## src/rtl/sd_est_pkg.sv

```systemverilog
// Package: shared types and saturating helpers for the steepest-descent
// channel estimate updater. Assumes two's-complement signed arithmetic.
package sd_est_pkg;

    typedef enum logic [1:0] {
        S_IDLE   = 2'd0,
        S_ACC    = 2'd1,
        S_FIN    = 2'd2,
        S_COMMIT = 2'd3
    } sd_state_e;

    // Clamp an 18-bit signed value into the 16-bit signed range.
    function automatic logic signed [15:0] sat16(input logic signed [17:0] v);
        if (v > 18'sd32767)
            return 16'sh7fff;
        else if (v < -18'sd32768)
            return 16'sh8000;
        else
            return v[15:0];
    endfunction

    // Clamp an 18-bit signed value into the 8-bit signed range.
    function automatic logic signed [7:0] sat8(input logic signed [17:0] v);
        if (v > 18'sd127)
            return 8'sh7f;
        else if (v < -18'sd128)
            return 8'sh80;
        else
            return v[7:0];
    endfunction

endpackage

```

## src/rtl/sd_seq.sv

```systemverilog
// Sequencer: walks elements (i,j) in row-major order, and for each one
// runs COLS accumulate cycles and then one finalize cycle. After the last
// element it runs one commit cycle. Assumes ROWS >= 2 and COLS >= 2.
module sd_seq
    import sd_est_pkg::*;
#(
    parameter int ROWS  = 4,
    parameter int COLS  = 4,
    parameter int IDX_W = $clog2(ROWS * COLS),
    parameter int RBB_W = $clog2(COLS * COLS)
) (
    input  logic             clk,
    input  logic             rst_n,
    input  logic             start,
    output logic             acc_clr,
    output logic             acc_en,
    output logic             sh_we,
    output logic             commit,
    output logic             busy,
    output logic             done,
    output logic [IDX_W-1:0] a_idx,
    output logic [IDX_W-1:0] el_idx,
    output logic [RBB_W-1:0] rbb_idx
);
    localparam int RW = $clog2(ROWS);
    localparam int CW = $clog2(COLS);

    sd_state_e       state;
    logic [RW-1:0]   row_q;
    logic [CW-1:0]   col_q;
    logic [CW-1:0]   k_q;

    // State and counters: advance k, then column, then row.
    always_ff @(posedge clk) begin
        if (!rst_n) begin
            state <= S_IDLE;
            row_q <= '0;
            col_q <= '0;
            k_q   <= '0;
            done  <= 1'b0;
        end else begin
            done <= (state == S_COMMIT);
            case (state)
                S_IDLE: begin
                    if (start) begin
                        state <= S_ACC;
                        row_q <= '0;
                        col_q <= '0;
                        k_q   <= '0;
                    end
                end
                S_ACC: begin
                    if (k_q == CW'(COLS - 1)) begin
                        k_q   <= '0;
                        state <= S_FIN;
                    end else begin
                        k_q <= k_q + 1'b1;
                    end
                end
                S_FIN: begin
                    if (col_q == CW'(COLS - 1)) begin
                        col_q <= '0;
                        if (row_q == RW'(ROWS - 1)) begin
                            row_q <= '0;
                            state <= S_COMMIT;
                        end else begin
                            row_q <= row_q + 1'b1;
                            state <= S_ACC;
                        end
                    end else begin
                        col_q <= col_q + 1'b1;
                        state <= S_ACC;
                    end
                end
                default: state <= S_IDLE;
            endcase
        end
    end

    // Control strobes and addresses derived from the state.
    always_comb begin
        acc_en  = (state == S_ACC);
        acc_clr = (state == S_IDLE) || (state == S_FIN);
        sh_we   = (state == S_FIN);
        commit  = (state == S_COMMIT);
        busy    = (state != S_IDLE);
        el_idx  = IDX_W'(row_q * COLS + col_q);
        rbb_idx = RBB_W'(k_q * COLS + col_q);
        a_idx   = (state == S_FIN) ? el_idx : IDX_W'(row_q * COLS + k_q);
    end

endmodule

```

## src/rtl/sd_lane.sv

```systemverilog
// Arithmetic lane for one plane: a single 8x8 multiplier feeding a
// saturating 16-bit accumulator, then error, shift, clamp and subtract.
// Assumes a_val holds the old element itself during the finalize cycle.
module sd_lane
    import sd_est_pkg::*;
#(
    parameter int SHIFT = 3,
    parameter int RBR_W = 16
) (
    input  logic                    clk,
    input  logic                    rst_n,
    input  logic                    acc_clr,
    input  logic                    acc_en,
    input  logic signed [7:0]       a_val,
    input  logic signed [7:0]       rbb_val,
    input  logic signed [RBR_W-1:0] rbr_val,
    output logic signed [7:0]       new_val
);
    logic signed [15:0] acc_q;
    logic signed [15:0] prod;
    logic signed [15:0] err;
    logic signed [15:0] step;
    logic signed [7:0]  step8;

    assign prod = a_val * rbb_val;

    // Accumulator: cleared between elements, saturating on each add.
    always_ff @(posedge clk) begin
        if (!rst_n || acc_clr)
            acc_q <= '0;
        else if (acc_en)
            acc_q <= sat16({{2{acc_q[15]}}, acc_q} + {{2{prod[15]}}, prod});
    end

    // Finalize path: error, arithmetic shift, step clamp, subtract.
    always_comb begin
        err     = sat16({{2{acc_q[15]}}, acc_q} - 18'(rbr_val));
        step    = err >>> SHIFT;
        step8   = sat8({{2{step[15]}}, step});
        new_val = sat8({{10{a_val[7]}}, a_val} - {{10{step8[7]}}, step8});
    end

endmodule

```

## src/rtl/sd_store.sv

```systemverilog
// Estimate storage for one plane: a live array plus a shadow array.
// The commit copies the whole shadow into the live array at once and
// takes priority over a load. Assumes loads are gated off while busy.
module sd_store #(
    parameter int DEPTH = 16,
    parameter int IDX_W = $clog2(DEPTH)
) (
    input  logic                    clk,
    input  logic                    rst_n,
    input  logic                    load_en,
    input  logic [IDX_W-1:0]        load_idx,
    input  logic signed [7:0]       load_val,
    input  logic                    sh_we,
    input  logic [IDX_W-1:0]        sh_idx,
    input  logic signed [7:0]       sh_val,
    input  logic                    commit,
    input  logic [IDX_W-1:0]        a_idx,
    output logic signed [7:0]       a_val,
    input  logic [IDX_W-1:0]        rd_idx,
    output logic signed [7:0]       rd_val
);
    logic signed [7:0] est_q [DEPTH];
    logic signed [7:0] shd_q [DEPTH];

    // Live estimate: reset, commit of the shadow, or a single load.
    always_ff @(posedge clk) begin
        if (!rst_n) begin
            for (int n = 0; n < DEPTH; n++) est_q[n] <= '0;
        end else if (commit) begin
            for (int n = 0; n < DEPTH; n++) est_q[n] <= shd_q[n];
        end else if (load_en) begin
            est_q[load_idx] <= load_val;
        end
    end

    // Shadow buffer: collects the new elements during a pass.
    always_ff @(posedge clk) begin
        if (!rst_n) begin
            for (int n = 0; n < DEPTH; n++) shd_q[n] <= '0;
        end else if (sh_we) begin
            shd_q[sh_idx] <= sh_val;
        end
    end

    assign a_val  = est_q[a_idx];
    assign rd_val = est_q[rd_idx];

endmodule

```

## src/rtl/sd_chan_est_update.sv

```systemverilog
// Top: one steepest-descent pass A <- A - 2^-SHIFT (A*Rbb - Rbr) per start.
// Two identical lanes (real, imaginary) share the sequencer and the Rbb
// read. The Rbb/Rbr read ports are combinational (same-cycle data).
module sd_chan_est_update #(
    parameter int ROWS  = 4,
    parameter int COLS  = 4,
    parameter int SHIFT = 3,
    parameter int RBR_W = 16,
    localparam int DEPTH = ROWS * COLS,
    localparam int IDX_W = $clog2(DEPTH),
    localparam int RBB_W = $clog2(COLS * COLS)
) (
    input  logic                    clk,
    input  logic                    rst_n,
    input  logic                    start,
    input  logic                    load_en,
    input  logic [IDX_W-1:0]        load_idx,
    input  logic signed [7:0]       load_re,
    input  logic signed [7:0]       load_im,
    output logic [RBB_W-1:0]        rbb_addr,
    input  logic signed [7:0]       rbb_data,
    output logic [IDX_W-1:0]        rbr_addr,
    input  logic signed [RBR_W-1:0] rbr_re,
    input  logic signed [RBR_W-1:0] rbr_im,
    input  logic [IDX_W-1:0]        rd_idx,
    output logic signed [7:0]       rd_re,
    output logic signed [7:0]       rd_im,
    output logic                    done
);
    logic             acc_clr, acc_en, sh_we, commit, busy;
    logic [IDX_W-1:0] a_idx, el_idx;

    logic signed [7:0]       ld_v  [2];
    logic signed [RBR_W-1:0] rbr_v [2];
    logic signed [7:0]       rd_v  [2];

    assign ld_v[0]  = load_re;
    assign ld_v[1]  = load_im;
    assign rbr_v[0] = rbr_re;
    assign rbr_v[1] = rbr_im;
    assign rd_re    = rd_v[0];
    assign rd_im    = rd_v[1];
    assign rbr_addr = el_idx;

    sd_seq #(
        .ROWS(ROWS), .COLS(COLS), .IDX_W(IDX_W), .RBB_W(RBB_W)
    ) u_seq (
        .clk(clk), .rst_n(rst_n), .start(start),
        .acc_clr(acc_clr), .acc_en(acc_en), .sh_we(sh_we),
        .commit(commit), .busy(busy), .done(done),
        .a_idx(a_idx), .el_idx(el_idx), .rbb_idx(rbb_addr)
    );

    for (genvar g = 0; g < 2; g++) begin : g_plane
        logic signed [7:0] a_val;
        logic signed [7:0] new_val;

        sd_store #(.DEPTH(DEPTH), .IDX_W(IDX_W)) u_store (
            .clk(clk), .rst_n(rst_n),
            .load_en(load_en && !busy), .load_idx(load_idx), .load_val(ld_v[g]),
            .sh_we(sh_we), .sh_idx(el_idx), .sh_val(new_val),
            .commit(commit),
            .a_idx(a_idx), .a_val(a_val),
            .rd_idx(rd_idx), .rd_val(rd_v[g])
        );

        sd_lane #(.SHIFT(SHIFT), .RBR_W(RBR_W)) u_lane (
            .clk(clk), .rst_n(rst_n),
            .acc_clr(acc_clr), .acc_en(acc_en),
            .a_val(a_val), .rbb_val(rbb_data), .rbr_val(rbr_v[g]),
            .new_val(new_val)
        );
    end

endmodule

```

## config.mk

```make
export PLATFORM = sky130hd
export DESIGN_NAME = sd_chan_est_update
export DESIGN_NICKNAME = d
export VERILOG_FILES = /design/src/rtl/sd_est_pkg.sv /design/src/rtl/sd_seq.sv /design/src/rtl/sd_lane.sv /design/src/rtl/sd_store.sv /design/src/rtl/sd_chan_est_update.sv
export SDC_FILE = /design/constraint.sdc
export NUM_CORES = 1
export LEC_CHECK = 0
export BUFFER_PORTS_ARGS = -buffer_cell sky130_fd_sc_hd__buf_2
export CORE_MARGIN = 2
export CORE_UTILIZATION = 35
export DETAILED_ROUTE_END_ITERATION = 8
export GPL_ROUTABILITY_DRIVEN = 1
export MAX_ROUTING_LAYER = met4
export PLACE_DENSITY = 0.56
export SETUP_SLACK_MARGIN = 0.3
export SLEW_MARGIN = 0
export SYNTH_ARGS = -nofsm -noshare
export SYNTH_HDL_FRONTEND = slang
export SYNTH_HIERARCHICAL = 1
export SYNTH_SLANG_ARGS = --single-unit
```

## constraint.sdc

```tcl
create_clock -name clk -period 7.76 [get_ports clk]
set_clock_uncertainty 0.15 [all_clocks]
set_input_delay 1.552 -clock clk [delete_from_list [all_inputs] [get_ports clk]]
set_output_delay 1.552 -clock clk [all_outputs]
set_load 0.02 [all_outputs]
```

; Word level (Yosys, flattened, before mapping)
; Memory sizes are Yosys's and may differ from the RTL's.
; Index checks and enable logic that the tools add are counted.
[classes]
addsub = 12
n_mul = 2
order_cmp = 16
eq_ne = 9
n_mux = 85
bitwise = 32
n_reduce_logical = 17
[op_table]
columns = operator, n
row1 = 8-bit 2-to-1 mux, 44
row2 = 16-bit 2-to-1 mux, 8
row3 = 18-bit by 16-bit greater-than comparator with 1-bit output (second input constant), 4
row4 = 18-bit by 16-bit less-than comparator with 1-bit output (second input constant), 4
row5 = 18-bit by 8-bit greater-than comparator with 1-bit output (second input constant), 2
row6 = 18-bit by 8-bit less-than comparator with 1-bit output (second input constant), 2
row7 = 16-bit by 16-bit adder with 17-bit output, 2
row8 = 16-bit by 16-bit subtractor with 17-bit output, 2
row9 = 8-bit by 8-bit multiplier with 16-bit output, 2
row10 = 1-bit OR, 32
row11 = 8-bit OR reduction, 4
row12 = 13-bit by 8-bit greater-than comparator with 1-bit output (second input constant), 2
row13 = 13-bit by 8-bit less-than comparator with 1-bit output (second input constant), 2
row14 = 4-bit 2-to-1 mux, 5
row15 = 2-bit 2-to-1 mux, 9
row16 = 8-bit by 8-bit subtractor with 9-bit output, 2
row17 = 1-bit 2-to-1 mux, 15
row18 = 4-bit by 2-bit adder with 4-bit output, 3
row19 = 2-bit case mux with 2 select lines, 3
row20 = 2-bit equality test (second input constant), 5
row21 = 2-bit by 1-bit adder with 2-bit output (second input constant), 3
row22 = 2-bit case mux with 3 select lines, 1
row23 = 2-bit AND reduction, 3
row24 = 2-bit nonzero test, 3
row25 = 8 further kinds, 11
[word_totals]
reg_bits = 41
mem_bits_rw = 512
inputBits = 68
output_inout_bits = 25
word_cells = 184
n_memories = 4
[mem_list]
columns = memory, words, word_bits, rd, rd_ports_with_merged_regs, write_ports, line_no
row1 = g_plane[0].u_store.est_q, 16, 8, 2, 0, 16, sd_store.sv:22  ; logic signed [7:0] est_q [DEPTH];
row2 = g_plane[0].u_store.shd_q, 16, 8, 16, 0, 16, sd_store.sv:23  ; logic signed [7:0] shd_q [DEPTH];
row3 = g_plane[1].u_store.est_q, 16, 8, 2, 0, 16, sd_store.sv:22
row4 = g_plane[1].u_store.shd_q, 16, 8, 16, 0, 16, sd_store.sv:23

; Depth between registers and ports, before layout
; Gate-level depths: netlist of the first run.
[depth]
ltp_word = 12
ltp_mapped = 31
ltp_nobuf = 26

; Hierarchy
; The synthesis of the first run kept the hierarchy.
[by_module_without_submodules]
columns = mod, instances, cells_per_inst, area_per_inst_um2, seq_area_each_um2
row1 = sd_store (g_plane[1].u_store), 1, 841, 12538.3, 7687.4
row2 = sd_store (g_plane[0].u_store), 1, 840, 12518.3, 7687.4
row3 = sd_lane (g_plane[1].u_lane), 1, 593, 5168.7, 320.3
row4 = sd_lane (g_plane[0].u_lane), 1, 615, 5149.9, 320.3
row5 = sd_seq, 1, 53, 526.8, 180.2
row6 = sd_chan_est_update, 1, 1, 13.8, 0.0

; Least setup slack after synthesis of the first run
; Ideal clock, no wire load.
[synth_path]
kind = register to register
from = register u_seq.state[1]
to = register g_plane[0].u_lane.acc_q[0]
setup_ps = 74
arrival_time_ps = 7153
required_time_ps = 7536
path_slack_ps = 383
path_stages_with_launch = 27
path_buffers = 5
period_less_slack_ps = 7377
path_cell_list = dfxtp_1 -> buf_6 -> nor2b_4 -> buf_6 -> mux2_4 -> clkbuf_1 -> buf_2 -> mux4_2 -> a22oi_1 -> nand2_1 -> nand2_1 -> inv_1 -> fa_1 -> fa_1 -> fa_1 -> fa_1 -> fa_1 -> ha_1 -> o21ai_0 -> o21bai_1 -> a311o_1 -> a31o_1 -> a21oi_2 -> xnor2_1 -> clkbuf_1 -> o21ai_0 -> a31oi_1
[synth_via]
elab_chain_len = 8
elab_cells_between_ends = 13
cone_classes = add/sub (1) / mul (1) / order compare (2) / eq/ne (2) / mux (3) / reduce/logical (3) / memory (1)
[synth_rtl]
columns = item, line_no
row1 = from (decl), sd_seq.sv:28  ; sd_state_e state;
row2 = from (signal assigned), sd_seq.sv:36  ; state <= S_IDLE;
row3 = from (signal assigned), sd_seq.sv:46  ; state <= S_ACC;
row4 = from (signal assigned), sd_seq.sv:55  ; state <= S_FIN;
row5 = 2-bit equality test *, --
row6 = via sh_we, sd_chan_est_update.sv:30  ; logic acc_clr, acc_en, sh_we, commit, busy;
row7 = 4-bit 2-to-1 mux *, sd_seq.sv:89  ; a_idx = (state == S_FIN) ? el_idx : IDX_W'(row_q * COLS + k_q);
row8 = via a_idx[0], sd_chan_est_update.sv:31  ; logic [IDX_W-1:0] a_idx, el_idx;
row9 = memory read 16 x 8 bit *, --
row10 = via g_plane[0].a_val[7], sd_chan_est_update.sv:55  ; logic signed [7:0] a_val;
row11 = 8-bit by 8-bit multiplier with 16-bit output *, sd_lane.sv:25  ; assign prod = a_val * rbb_val;
row12 = 16-bit by 16-bit adder with 17-bit output *, sd_lane.sv:32  ; acc_q <= sat16({{2{acc_q[15]}}, acc_q} + {{2{prod[15]}}, prod});
row13 = 18-bit by 16-bit less-than comparator with 1-bit output, sd_est_pkg.sv:16  ; else if (v < -18'sd32768)
row14 = 16-bit 2-to-1 mux, sd_est_pkg.sv:16
row15 = 16-bit 2-to-1 mux *, sd_est_pkg.sv:14  ; if (v > 18'sd32767)
row16 = to (signal assigned), sd_lane.sv:32
row17 = to (decl), sd_lane.sv:19  ; logic signed [15:0] acc_q;
; Mark *: on every way through the listed nets, which the timed path passes. The rest lies on a longest branch.
; A chain may end at the register's enable or synchronous reset.

; Worst setup path after layout of the first run
[layout_path]
from = register u_seq.state[1]
to = register g_plane[0].u_lane.acc_q[10]
; The elaborated chain is that of the path after synthesis.

==> results of run 1 <==
==> cell usage in the layout, fill, tap and decap left out, drive strengths merged, types with 5 or more instances in the layout <==
cell | netlist | final
inv | 257 | 260
xor2 | 17 | 17
nand3 | 15 | 15
a31oi | 13 | 13
a21o | 25 | 25
mux4 | 128 | 128
fa | 156 | 156
a21boi | 8 | 8
maj3 | 17 | 17
mux2i | 101 | 101
nand2b | 45 | 45
or2 | 13 | 13
a32o | 128 | 128
o21a | 13 | 13
clkbuf | 107 | 68
ha | 129 | 129
dfxtp | 41 | 41
buf | 59 | 175
a22oi | 67 | 67
edfxtp | 512 | 512
o31ai | 9 | 9
bufinv | 0 | 8
nor2 | 87 | 87
a21oi | 60 | 60
and3 | 6 | 6
o21ai | 129 | 129
o211ai | 8 | 8
nand4b | 5 | 5
or3 | 10 | 10
nor3 | 32 | 32
xnor2 | 45 | 45
nor2b | 30 | 30
nand2 | 237 | 237
a211o | 6 | 6
a22o | 47 | 47
and2 | 322 | 322
clkinv | 0 | 27
nand4 | 5 | 5
==> power breakdown <==
group,total (mW),internal [mW],switching [mW]
sequential,3.50,3.40,0.0963
clock,2.91,1.69,1.22
combinational,5.90,2.33,3.57
==> worst max-delay path: stages (launching register included) <==
cell,delay [ns]
dfxtp_1,0.32
nor2b_4,0.19
mux2_4,0.38
buf_12,0.18
mux4_2,0.45
a22oi_2,0.26
nand2_1,0.12
inv_1,0.11
nand2_1,0.09
fa_1,0.51
fa_1,0.55
inv_1,0.06
fa_1,0.51
fa_1,0.52
fa_1,0.49
ha_1,0.35
o21a_1,0.20
o31a_1,0.12
o211ai_1,0.24
nand3_2,0.15
and3_1,0.21
or3_1,0.44
maj3_1,0.35
a21oi_1,0.15
==> repair_timing <==
item,in CTS,in global routing
pin swaps,1,6
gates resized for setup,10,37
setup buffers,0,5
setup endpoints to repair,31,32
==> per-layer routing <==
metal  track usage, %  vias up  share of wire, %
li1                 -    10900                 -
met1             28.0    12200                43
met2             32.2      908                46
met3             2.86      178               7.0
met4             6.43        0               3.1
met5                -        -                 0
==> registers in the layout (all words and copies together) (netlist names) <==
name and count:
g_plane.u_store/est_q 256, g_plane.u_store/shd_q 256, g_plane.u_lane/acc_q 32, u_seq/col_q 2, u_seq/k_q 2, u_seq/row_q 2, u_seq/state 2, u_seq/done 1
==> cells by family after synthesis <==
family / synth area share, %
buffers and inverters: 4.80
xor gates and xnor gates: 1.57
muxes: 11.0
AOI/OAI and AO/OA: 11.3
adders and majority gates: 13.7
and+or+nand+nor: 12.5
DFF: 45.1
==> path summary, 6_finish.rpt <==
path,from,to,slack (ns)
worst max-delay path,u_seq/state[1]$_SDFFE_PN0P_,g_plane[0].u_lane/acc_q[10]$_SDFFE_PP0P_,0.57
worst min-delay path,g_plane[1].u_lane/acc_q[1]$_SDFFE_PP0P_,g_plane[1].u_lane/acc_q[1]$_SDFFE_PP0P_,0.37
worst max register to register,u_seq/state[1]$_SDFFE_PN0P_,g_plane[0].u_lane/acc_q[10]$_SDFFE_PP0P_,0.57
worst min register to register,g_plane[1].u_lane/acc_q[1]$_SDFFE_PP0P_,g_plane[1].u_lane/acc_q[1]$_SDFFE_PP0P_,0.37
==> stage by stage <==
step,utilization [%],worst slack [ns],setup TNS [ns],power (mW),hold WS [ns]
finish,39.6,0.573,0,12.3,0.367
global route,39.6,0.267,0,13.1,0.392
CTS,39.3,0.319,0,12.1,0.363
detailed placement,37.3,-0.166,-1.53,9.10,0.354
global placement,37.3,-0.0287,-0.178,9.07,0.351
floorplan,-,0.383,0,7.37,0.327
==> layout make-up <==
class | instances | area share, %
inverter | 257 | 2.41
multi-input combinational | 1965 | 45.3
timing repair buffer | 175 | 2.91
antenna | 1 | 0.00622
clock inverter | 40 | 1.03
clock buffer | 68 | 3.86
tap | 1368 | 4.25
sequential | 553 | 40.2
==> reports/metrics.yaml, run 1 <==
status: "completed"
drc: 0
vias: 24200
gp_congestion: 0.908
avgSynthCellArea_sq_um: 12.2
tightest_slew_ns: 1.35
r2r_cells: 23
dr.pass1.iters: 5
avgViaCountPerCell: 5.46
fin_nets: 3365
final_area_sq_um: 40300
placed_area_sq_um: 38000
grt_pass1_wl_mm: 160
dieArea_sq_um: 105000
grt_max_degree: 81
fin_cells: 4427
post-route-min-period_ns: 7.19
drive_gt1_share_pct: 16.4
fmax_mhz: 139
rsz0062_at_grt: "yes"
hold_path_depth: 1
cts_root_buf: "clkbuf_16"
multiInputGateArea_sq_um: 18200
post-route-period-util_pct: 92.6
die_w_microns: 324
p_leak_nw: 15.7
ir_worst_vdd_v: 0.000310
powerDensity_nw_per_um2: 306
antenna_found_initial: 2
syn2layout_area_growth_pct: 12.1
synth_ff_type: "edfxtp_1"
die_h_microns: 324
fillers: 9652
synth_nets: 3296
wl_per_cell_microns: 24.2
cp_max_fo: 16
clock-sinks: 553
core_area_sq_um: 102000
synth.distinct_cells: 88
port_buffers: 92
synth_area_leader_cell: "edfxtp_1"
clockBufferDepth: 3
yosys.area.top_type_share_pct: 42.8
synthCells: 2943
synth.area.top_cells: "edfxtp_1 43%, fa_1 8.7%, mux4_2 8.0%, and2_1 5.6%, ha_1 4.5%"
numPlacedInstances: 4313
synth-seq-cells: 553
ios: 93
synthArstFlopShare_pct: 0
num_rows: 117
dr.first_iter.drc_count: 2278
path_class: "reg2reg"
dp_hpwl_mm: 76.7
yosysWarnings: 6
cts_tree: "yes"
h-tree-depth: 2
ys_seq_area_share_pct: 45.1
postRouteAntennaNets: 0
grt_pass1_vias: 24300
clk_latency_ns: 0.66
cts_buffers: 60
postCtsHoldBufs: 0
finalHoldViolations: 0
arrival_ns: 7.61
track_usage_pct: 20.7
initial_core_util_pct: 35.3
synth_edf_count: 512
critPathLaunchType: "flip-flop"
hold_class: "reg2reg"
setup_violations: 0
critPathRequiredTime_ns: 8.19
synth_commonest_cells: "512 x edfxtp_1, 321 x and2_1, 257 x inv_1, 236 x nand2_1, 156 x fa_1"
max_cap_viol_count: 0
wl_mm: 107
grt_overflow: 0
max_slew_margin_pct: 8.84
synth_area_sq_um: 35900
path_clk_slew_ns: 0.06
cp-end-kind: "flip-flop"
yosysMostFrequentCell: "edfxtp_1"
ff_latch_area_sq_um: 16200
report.final.slew_viol_count: 0
Power figures use the tool's default switching activity.
==> run 2: changes to the inputs <==
--- a/config.mk
+++ b/config.mk
@@ -5,13 +5,16 @@
 export SDC_FILE = /design/constraint.sdc
 export NUM_CORES = 1
 export LEC_CHECK = 0
+export ABC_AREA = 1
 export BUFFER_PORTS_ARGS = -buffer_cell sky130_fd_sc_hd__buf_2
+export CELL_PAD_IN_SITES_DETAIL_PLACEMENT = 2
+export CELL_PAD_IN_SITES_GLOBAL_PLACEMENT = 2
 export CORE_MARGIN = 2
 export CORE_UTILIZATION = 35
 export DETAILED_ROUTE_END_ITERATION = 8
 export GPL_ROUTABILITY_DRIVEN = 1
 export MAX_ROUTING_LAYER = met4
-export PLACE_DENSITY = 0.56
+export PLACE_DENSITY = 0.78
 export SETUP_SLACK_MARGIN = 0.3
 export SLEW_MARGIN = 0
 export SYNTH_ARGS = -nofsm -noshare
==> constraint.sdc (replaced) <==
create_clock -name clk -period 7.3 [get_ports clk]
set_clock_uncertainty 0.15 [all_clocks]
set_input_delay 1.46 -clock clk [delete_from_list [all_inputs] [get_ports clk]]
set_output_delay 1.46 -clock clk [all_outputs]
set_load 0.02 [all_outputs]
==> run 2 against run 1 <==
  * Critical endpoint is now g_plane[1].u_lane/acc_q[14]$_SDFFE_PP0P_
  * First-iteration DRC count grew 32%
  * Flip-flop and latch count is the same
  * Core utilization is 0.19 points higher
  * Synthesized cell count rose by 57%
==> reports/metrics.yaml, run 2 <==
reg_top3: "g_plane.u_store/est_q: 256 flops, g_plane.u_store/shd_q: 256 flops, g_plane.u_lane/acc_q: 32 flops"
wl_per_cell_microns: 25.4
clockBufferDepth: 3
dr.first_iter.drc_count: 3000
synth_nets: 4959
syn2layout_area_growth_pct: 12.3
critPathLaunchType: "flip-flop"
finalHoldViolations: 0
avgSynthCellArea_sq_um: 8.12
cp_max_fo: 18
cts_buffers: 66
min_to: "g_plane[1].u_lane/acc_q[0]$_SDFFE_PP0P_"
yosysWarnings: 6
path_clk_slew_ns: 0.06
clk_latency_ns: 0.65
rsz0062_at_grt: "no"
post-route-min-period_ns: 6.72
synth_commonest_cells: "1124 x nand2_1, 744 x nand3_1, 713 x inv_1, 512 x edfxtp_1, 349 x nor2_1"
mostFrequentLayoutCell: "nand2_1"
yosysMostFrequentCell: "nand2_1"
core_area_sq_um: 106000
synth-adder-area-share_pct: 12.7
synth_top_family_by_area: "simple AND/OR/NAND/NOR gates"
slowest_delay_ns: 0.60
max_cap_viol_count: 0
placed_area_sq_um: 39300
synth_area_sq_um: 37400
startpoint: "u_seq/state[0]$_SDFFE_PN0P_"
synth.distinct_cells: 48
status: "completed"
synth-seq-cells: 553
slowest_stage: "fa_1"
grt_overflow: 0
postRouteAntennaNets: 0
final_area_sq_um: 42000
fmax_mhz: 149
grt_max_degree: 96
p_leak_nw: 19.4
port_buffers: 92
dr_wl_met3_mm: 11.9
avgViaCountPerCell: 5.47
dr.pass1.iters: 6
track_usage_pct: 28.8
grt_pass1_wl_mm: 229
r2r_slack_ns: 0.58
grt_pass1_vias: 36000
numPlacedInstances: 5933
ir_worst_vdd_v: 0.000395
dp_hpwl_mm: 110
critPathRequiredTime_ns: 7.69
path_common_cell: "fa_1"
yosys.area.top_type_share_pct: 41.1
die_h_microns: 331
r2r_cells: 30
drc: 0
postCtsHoldBufs: 0
hold_class: "reg2reg"
max_slew_margin_pct: 18.6
initial_core_util_pct: 35.4
final_util_pct: 39.8
wl_mm: 154
cp-end-kind: "flip-flop"
synth_compound_gate_area_share_pct: 6.09
min_from: "g_plane[1].u_lane/acc_q[0]$_SDFFE_PP0P_"
clock-sinks: 553
reg2reg_from: "u_seq/state[0]$_SDFFE_PN0P_"
synth.area.top_cells: "edfxtp_1 41%, nand2_1 11%, nand3_1 10%, fa_1 8.3%, inv_1 7.2%"
wl_met2_mm: 73.0
dieArea_sq_um: 110000
ys_seq_area_share_pct: 43.3
r2r-end: "g_plane[1].u_lane/acc_q[14]$_SDFFE_PP0P_"
cts_tree: "yes"
vias: 33200
ios: 93
h-tree-depth: 3
hold_path_depth: 2
drive_gt1_share_pct: 9.42
most-common-layout-cells: "1102 x nand2_1, 735 x nand3_1, 708 x inv_1"
num_rows: 119
report.final.slew_viol_count: 0
synthSimpleGateAreaFrac_pct: 26.7
fin_nets: 4973
setup_violations: 0
synthArstFlopShare_pct: 0
synth.area.mux_share_pct: 0
highest_layer: "met4"
die_w_microns: 331
wl_met1_mm: 64.4
synthCells: 4606
antenna_found_initial: 8
cts_root_buf: "clkbuf_16"
powerDensity_nw_per_um2: 446
synth_edf_count: 512
tightest_slew_ns: 1.22
gp_congestion: 0.889
path_class: "reg2reg"
synth_area_leader_cell: "edfxtp_1"
synth_ff_type: "edfxtp_1"
arrival_ns: 7.12
fin_cells: 6067
post-route-period-util_pct: 92.1
synth_xor_area_share_pct: 1.35
## run 2: cell count changes in the layout (fill, tap and decap cells not counted), moves of 45 or more
cell	change
a32o_1	-128
mux2i_1	-101
nand2_1	+875
nor2_1	+263
and2_1	-318
nand2b_1	-45
a22o_1	-47
inv_1	+452
mux4_2	-128
o21ai_0	+173
a22oi_1	-52
nand3_1	+721
## run 2: routing by layer
| metal | GRT usage (%) | vias to the layer above |
|---|---|---|
| met2 | 46.2 | 1167 |
| met4 | 8.62 | 0 |
| met5 | - | - |
| li1 | - | 14900 |
| met1 | 36.9 | 16900 |
| met3 | 5.63 | 276 |
## run 2: worst max-delay path, delay by kind of cell, from the launching register on
family,cells,cell delay [ns]
fa+ha+maj,6,3.00
flops,1,0.36
simple gates,11,1.48
buf+inv,8,0.92
compound gates,4,0.48
xor+xnor,1,0.18
## run 2: timing repair
action | 4_1_cts | 5_1_grt
setup buffers | 0 | 5
pin swaps | 0 | 8
endpoints found under the setup margin | 32 | 31
gates resized for setup | 30 | 64
cloned | 1 | 4
## run 2: layout make-up
cell class	count	area (sq um)
tap	1391	1740
timing repair buffer	180	1330
antenna	6	15.0
clock buffer	82	1730
multi-input combinational	3086	17800
fill	12000	63700
sequential	553	16200
clock inverter	36	433
inverter	733	2770
## run 2: kinds of logic after synthesis
logic type | count (synthesis)
buffers and inverters | 968
adder cells (fa/ha/maj) | 285
XOR/XNOR | 57
AND/OR/NAND/NOR | 2311
flip-flops | 553
AO/OA/AOI/OAI | 432
## run 2: worst max-delay path by stage
stage                                                    end  slack, ns  depth (start not counted)
finish              g_plane[1].u_lane/acc_q[14]$_SDFFE_PP0P_       0.58                         30
CTS                  g_plane[1].u_lane/acc_q[2]$_SDFFE_PP0P_       0.32                         33
floorplan            g_plane[1].u_lane/acc_q[0]$_SDFFE_PP0P_       0.72                         31
global route         g_plane[0].u_lane/acc_q[8]$_SDFFE_PP0P_       0.26                         36
global placement     g_plane[1].u_lane/acc_q[4]$_SDFFE_PP0P_       0.21                         33
detailed placement   g_plane[1].u_lane/acc_q[2]$_SDFFE_PP0P_      -0.11                         34
## run 2: per-stage QoR
step / hold WS [ns] / total power [mW] / setup TNS [ns] / setup WS, ns
3_3_place_gp: 0.346 / 14.2 / 0 / 0.207
5_1_grt: 0.405 / 20.2 / 0 / 0.259
2_1_floorplan: 0.312 / 10.8 / 0 / 0.723
3_5_place_dp: 0.346 / 14.6 / -1.48 / -0.112
6_report: 0.380 / 18.7 / 0 / 0.577
4_1_cts: 0.381 / 18.2 / 0 / 0.325
## run 2: power breakdown
group | internal [mW] | switching, mW
Combinational | 3.70 | 7.92
Clock | 1.89 | 1.46
Sequential | 3.64 | 0.122
Total | 9.22 | 9.50
